$ cat src/rtl/pec_pkg.sv
package pec_pkg;
  typedef struct packed {
    logic       enable;
    logic       any_thread;
    logic       edge_det;
    logic       invert;
    logic       user_en;
    logic       kern_en;
    logic [7:0] thresh;
  } pec_ctrl_t;

  localparam int unsigned THR_W = 8;
endpackage

$ cat src/rtl/pec_combine.sv
// Thread selection or summing, followed by the privilege filter.
module pec_combine #(
  parameter int unsigned EVT_W = 4
) (
  input  logic [EVT_W-1:0] evt_t0,
  input  logic [EVT_W-1:0] evt_t1,
  input  logic             local_tid,
  input  logic [1:0]       priv,
  input  pec_pkg::pec_ctrl_t ctrl,
  output logic [EVT_W:0]   occ
);
  logic [EVT_W:0] picked;
  logic           priv_ok;

  always_comb begin
    if (ctrl.any_thread)
      picked = {1'b0, evt_t0} + {1'b0, evt_t1};
    else if (local_tid)
      picked = {1'b0, evt_t1};
    else
      picked = {1'b0, evt_t0};

    // Level 0 is kernel; levels 1 to 3 are user.
    priv_ok = (priv == 2'd0) ? ctrl.kern_en : ctrl.user_en;
    occ = priv_ok ? picked : '0;
  end
endmodule

$ cat src/rtl/pec_qualify.sv
// Threshold compare, inversion and edge detection; produces this cycle's increment.
module pec_qualify #(
  parameter int unsigned EVT_W = 4
) (
  input  logic               clk,
  input  logic               rst_n,
  input  logic [EVT_W:0]     occ,
  input  pec_pkg::pec_ctrl_t ctrl,
  output logic [EVT_W:0]     inc
);
  localparam int unsigned OCC_W = EVT_W + 1;
  localparam int unsigned CMP_W = (OCC_W > pec_pkg::THR_W) ? OCC_W : pec_pkg::THR_W;

  logic             thr_zero;
  logic             meets;
  logic             qual;
  logic             prev_q;
  logic [CMP_W-1:0] occ_x;
  logic [CMP_W-1:0] thr_x;

  always_comb begin
    occ_x    = CMP_W'(occ);
    thr_x    = CMP_W'(ctrl.thresh);
    thr_zero = (ctrl.thresh == '0);
    meets    = (occ_x >= thr_x);
    qual     = meets ^ ctrl.invert;
    inc      = '0;
    if (ctrl.enable) begin
      if (thr_zero)
        inc = ctrl.edge_det ? '0 : occ;                 // edge with zero threshold is invalid
      else if (ctrl.edge_det)
        inc = OCC_W'(qual & ~prev_q);
      else
        inc = OCC_W'(qual);
    end
  end

  always_ff @(posedge clk) begin
    if (!rst_n)
      prev_q <= 1'b0;
    else if (!ctrl.enable || thr_zero)
      prev_q <= 1'b0;
    else
      prev_q <= qual;
  end
endmodule

$ cat src/rtl/pec_accum.sv
// Wide accumulator with software preset and sticky wrap flag.
module pec_accum #(
  parameter int unsigned CNT_W = 48,
  parameter int unsigned INC_W = 5
) (
  input  logic             clk,
  input  logic             rst_n,
  input  logic             wr_en,
  input  logic [CNT_W-1:0] wr_data,
  input  logic [INC_W-1:0] inc,
  output logic [CNT_W-1:0] count,
  output logic             ovf
);
  logic [CNT_W:0] sum;

  always_comb sum = {1'b0, count} + (CNT_W+1)'(inc);

  always_ff @(posedge clk) begin
    if (!rst_n) begin
      count <= '0;
      ovf   <= 1'b0;
    end else if (wr_en) begin
      count <= wr_data;
      ovf   <= 1'b0;
    end else begin
      count <= sum[CNT_W-1:0];
      if (sum[CNT_W]) ovf <= 1'b1;
    end
  end
endmodule

$ cat src/rtl/perf_event_counter.sv
module perf_event_counter #(
  parameter int unsigned EVT_W = 4,
  parameter int unsigned CNT_W = 48
) (
  input  logic             clk,
  input  logic             rst_n,
  input  logic [EVT_W-1:0] evt_t0,
  input  logic [EVT_W-1:0] evt_t1,
  input  logic             local_tid,
  input  logic [1:0]       priv,
  input  logic             enable,
  input  logic             user_en,
  input  logic             kern_en,
  input  logic             invert,
  input  logic             edge_det,
  input  logic             any_thread,
  input  logic [7:0]       thresh,
  input  logic             wr_en,
  input  logic [CNT_W-1:0] wr_data,
  output logic [CNT_W-1:0] count,
  output logic             ovf
);
  localparam int unsigned OCC_W = EVT_W + 1;

  pec_pkg::pec_ctrl_t ctrl;
  logic [OCC_W-1:0]   occ;
  logic [OCC_W-1:0]   inc;

  always_comb begin
    ctrl.enable     = enable;
    ctrl.any_thread = any_thread;
    ctrl.edge_det   = edge_det;
    ctrl.invert     = invert;
    ctrl.user_en    = user_en;
    ctrl.kern_en    = kern_en;
    ctrl.thresh     = thresh;
  end

  pec_combine #(.EVT_W(EVT_W)) u_combine (
    .evt_t0(evt_t0), .evt_t1(evt_t1), .local_tid(local_tid),
    .priv(priv), .ctrl(ctrl), .occ(occ)
  );

  pec_qualify #(.EVT_W(EVT_W)) u_qualify (
    .clk(clk), .rst_n(rst_n), .occ(occ), .ctrl(ctrl), .inc(inc)
  );

  pec_accum #(.CNT_W(CNT_W), .INC_W(OCC_W)) u_accum (
    .clk(clk), .rst_n(rst_n), .wr_en(wr_en), .wr_data(wr_data),
    .inc(inc), .count(count), .ovf(ovf)
  );
endmodule

$ cat config.mk
export PLATFORM = sky130hd
export DESIGN_NAME = perf_event_counter
export DESIGN_NICKNAME = d
export VERILOG_FILES = /design/src/rtl/pec_pkg.sv /design/src/rtl/pec_combine.sv /design/src/rtl/pec_qualify.sv /design/src/rtl/pec_accum.sv /design/src/rtl/perf_event_counter.sv
export SDC_FILE = /design/constraint.sdc
export NUM_CORES = 1
export LEC_CHECK = 0
export BUFFER_PORTS_ARGS = -buffer_cell sky130_fd_sc_hd__buf_4
export CORE_ASPECT_RATIO = 0.9
export CORE_MARGIN = 4
export CORE_UTILIZATION = 50
export CTS_CLUSTER_SIZE = 40
export DETAILED_ROUTE_END_ITERATION = 12
export PLACE_DENSITY_LB_ADDON = 0.1
export SLEW_MARGIN = 20
export SYNTH_ARGS = -nofsm -noshare
export SYNTH_HDL_FRONTEND = slang
export SYNTH_SLANG_ARGS = --single-unit
$ cat constraint.sdc
create_clock -name clk -period 4.5 [get_ports clk]
set_clock_uncertainty 0.1 [all_clocks]
set_input_delay 0.225 -clock clk [delete_from_list [all_inputs] [get_ports clk]]
set_output_delay 0.225 -clock clk [all_outputs]
set_load 0.02 [all_outputs]
==> key figures <==
Status
  • Outcome: complete, no violations

Placed design
  • Post-placement cell area: 4260 um^2
  • DP Wirelength: 6530 um
  • I/O Buffers: 124
  • Gpl congestion: 0.7907

Synthesis
  • Top cell type's share of synthesized area: 0.3036
  • Predominant post-synthesis flop cell: dfxtp_1
  • Synth area leaders: dfxtp_1 30%, xnor2_1 7.2%, o21ai_0 7.0%, a21oi_1 6.2%, ha_1 5.3%
  • Post-synthesis sequential area ratio: 0.3036
  • Syn Std Cell Area: 3297 um^2
  • Post-Syn Area per Cell: 8.541 um^2
  • Netlist cell types: 46
  • FF+latch count, synth: 50
  • Yosys warnings: 0
  • Post-synth EDFFs: 0
  • Mapped Cells: 386
  • Syn_nets: 478
  • Leading area contributor after synthesis: dfxtp_1
  • Post-synth ARST share: 0

Power and ir drop
  • Net Sw Power: 311.4 uW
  • Leakage: 0.001908 uW
  • Combinational share of power: 0.237
  • Clock share of power: 0.278
  • VDD IR max: 0.1461 mV
  • Int Pwr: 742.7 uW
  • Flop pwr share: 0.485
  • Pwr per Cell Area: 241.0 nW/um^2
  • Sw Ratio: 0.2954
  • Final Power: 1054 uW

Die
  • Die Height: 85.04 um
  • Die width: 93.60 um
  • Die footprint: 7959 um^2
  • Initial core utilization: 0.5275
  • Top Ports: 125
  • FP Rows: 27
  • Core footprint: 6250 um^2

Clock network
  • Skew-Pair Late Insertion Delay: 0.31 ns
  • CTS Buffer Depth: 2
  • H-tree levels: 2
  • Post-CTS sizing: 0
  • Root Driver: clkbuf_8
  • Number of clock sinks: 50
  • CTS clk-pin slew, worst paths: 0.10 ns
  • Num CTS Buffers: 5
  • CTS tree: done

Final layout
  • Finished layout cell area: 4374 um^2
  • Final net count: 592
  • Most frequent cells in the layout: 126 x buf_4, 50 x dfxtp_1, 46 x o21ai_0
  • Ant diodes: 0
  • Seq. cell area: 1001 um^2
  • Area Overhead vs Synth: 32.68%
  • Layout cells sized above 1: 0.3114
  • Multi-input gate area: 2186 um^2
  • Layout fillers: 544
  • Commonest non-fill, non-tap cell in the layout: buf_4

STA
  • Worst-Margin Slew: 0.8741 ns
  • Fin crit share: 0.9074
  • Rel. slew slack: 0.4173
  • Minimum clock period: 4.083 ns
  • Max frequency: 0.2449 GHz
  • Hold Vio Cnt, Final: 0
  • Setup_tns: 0 ns
  • Slew Viols, Final: 0
  • Setup Viol. Count Final: 0
  • RSZ-0062 raised after global routing: false

Global routing
  • Grt total ovfl: 0
  • Vias in the first global route: 3013
  • Largest net degree at the start of global routing: 79
  • Initial antenna violation count: 0
  • First-pass GRT wire length: 14230 um
  • Tot GR Track Use: 0.2145

Worst setup path
  • Buf+Inv Stages, Crit Path: 2
  • Slowest cell on crit path: fa_1
  • Endpoint class of the critical path: flip-flop
  • Worst path depth: 21
  • Critical Path, Cell by Cell: buf_4 -> ha_1 -> fa_1 -> a21o_1 -> a21oi_1 -> nor3b_1 -> ha_1 -> and2_1 -> o21ai_0 -> o21ai_0 -> xor2_1 -> o2bb2ai_1 -> ha_1 -> fa_1 -> a21o_1 -> nand4_1 -> buf_4 -> a2111oi_4 -> nand3_1 -> xnor2_1 -> o21ba_2
  • CP Launch Point: evt_t0[0]
  • Family with the most delay on the worst path: adder cells
  • CP required: 4.61 ns
  • Crit path kind: primary input to flip-flop
  • CP startpoint kind: primary input
  • FF-to-FF Start: u_qualify.prev_q$_SDFF_PP0_
  • Crit-path max FO: 3
  • FF-to-FF path depth: 12
  • Most frequent CP cell: ha_1
  • Worst path max stage delay: 0.40 ns
  • WP data arrival: 4.19 ns

Detailed routing
  • Via Count: 3207
  • Drt first-iter violations: 127
  • Final WL: 8555 um
  • Via-per-instance ratio: 5.454
  • Avg WL per Cell: 14.55 um
  • Drt pass-1 iters: 4
  • Remaining DRCs: 0
  • Detail Route Antenna Nets: 0

Min path
  • Hold Path Cell Cnt: 2
  • Hold Path Class: primary input to flip-flop
  • Hold Path Origin: wr_data[8]

Flow run
  • Max Cap Violations: 0
-- logic make-up (layout without fill, tap and decap cells) --
group	after synthesis	count (layout)	share of synthesized area
buf+inv	26	141	0.03340
compound gates	118	118	0.2140
fa+ha+maj	16	16	0.06528
simple gates	129	129	0.2569
mux	5	5	0.01518
xor+xnor	42	42	0.1116
flops	50	50	0.3036
-- metal layers --
layer  part of all wire  wire length (um)  up-vias  track usage
met2               0.46              3973       99       0.3513
met5                  0                 0        -            0
li1                   -                 -     1629            -
met1               0.45              3890     1470       0.2895
met4             0.0097                83        0      0.03937
met3              0.071               608        9      0.05319
-- per-stage QoR --
stage	hold slack, ns	setup WS [ns]	utilization	instances
after floorplan	0.2628	0.5380	-	386
after global placement	0.3506	0.1654	0.6817	579
after global routing	0.03513	0.07120	0.6999	588
after CTS	0.04029	0.3357	0.6985	587
after detailed placement	0.3586	0.04272	0.6817	579
final	0.03709	0.4167	0.6999	588
-- worst paths after layout --
| path | slack, ns | end |
|---|---|---|
| max reg2reg | 1.86 | u_accum.count[34]$_SDFF_PN0_ |
| max | 0.42 | u_accum.count[34]$_SDFF_PN0_ |
| min reg2reg | 0.44 | u_accum.count[10]$_SDFF_PN0_ |
| min | 0.04 | u_accum.count[8]$_SDFF_PN0_ |
-- worst reg2reg max path, stage by stage, from the launching register on --
cell       delay (ns)
dfxtp_1          0.31
nand2_1          0.06
and3_1           0.15
o2bb2ai_1        0.11
ha_1             0.23
fa_1             0.23
a21o_1           0.14
nand4_1          0.19
buf_4            0.21
a2111oi_4        0.36
nand3_1          0.15
xnor2_1          0.15
o21ba_2          0.19
-- cells in the mapped netlist (all sizes together), types with 2 or more instances --
cell	instances
or4	3
and4	7
nand4	11
inv	7
o21ai	46
a21oi	41
nand2b	4
mux2i	5
a211oi	7
buf	3
nor3b	3
fa	2
and3	11
o31ai	3
and2	10
nor4	6
nand2	25
a31oi	5
ha	14
o21ba	2
nor3	11
a21o	7
xnor2	27
xor2	15
o211a	3
clkbuf	16
dfxtp	50
nor2b	6
nand3	18
nor2	12
-- registers in the layout, indices dropped and copies added (netlist names) --
signal            flops
u_accum.count        48
u_accum.ovf           1
u_qualify.prev_q      1
-- timing repair --
action                                  in CTS  in global routing
buffers inserted                             0                  1
hold buffers                                 0                  0
endpoints found under the hold margin        0                  0
endpoints found under the setup margin       0                  3
-- final cells by class --
class	count	share of cell area
multi-input cells	310	0.4997
flip-flops and latches	50	0.2288
repair buffers	126	0.2162
well taps	87	0.02489
clock buffers	7	0.02203
inverters	7	0.006293
clock inverters	1	0.002002
-- power groups by stage --
stage	clock (uW)	sequential [uW]	combinational, uW
global placement	0	520	246
CTS	299	511	252
global route	319	518	276
floorplan	0	549	99.5
finish	293	511	250
detailed placement	0	521	251
(Power assumes the default switching activity.)
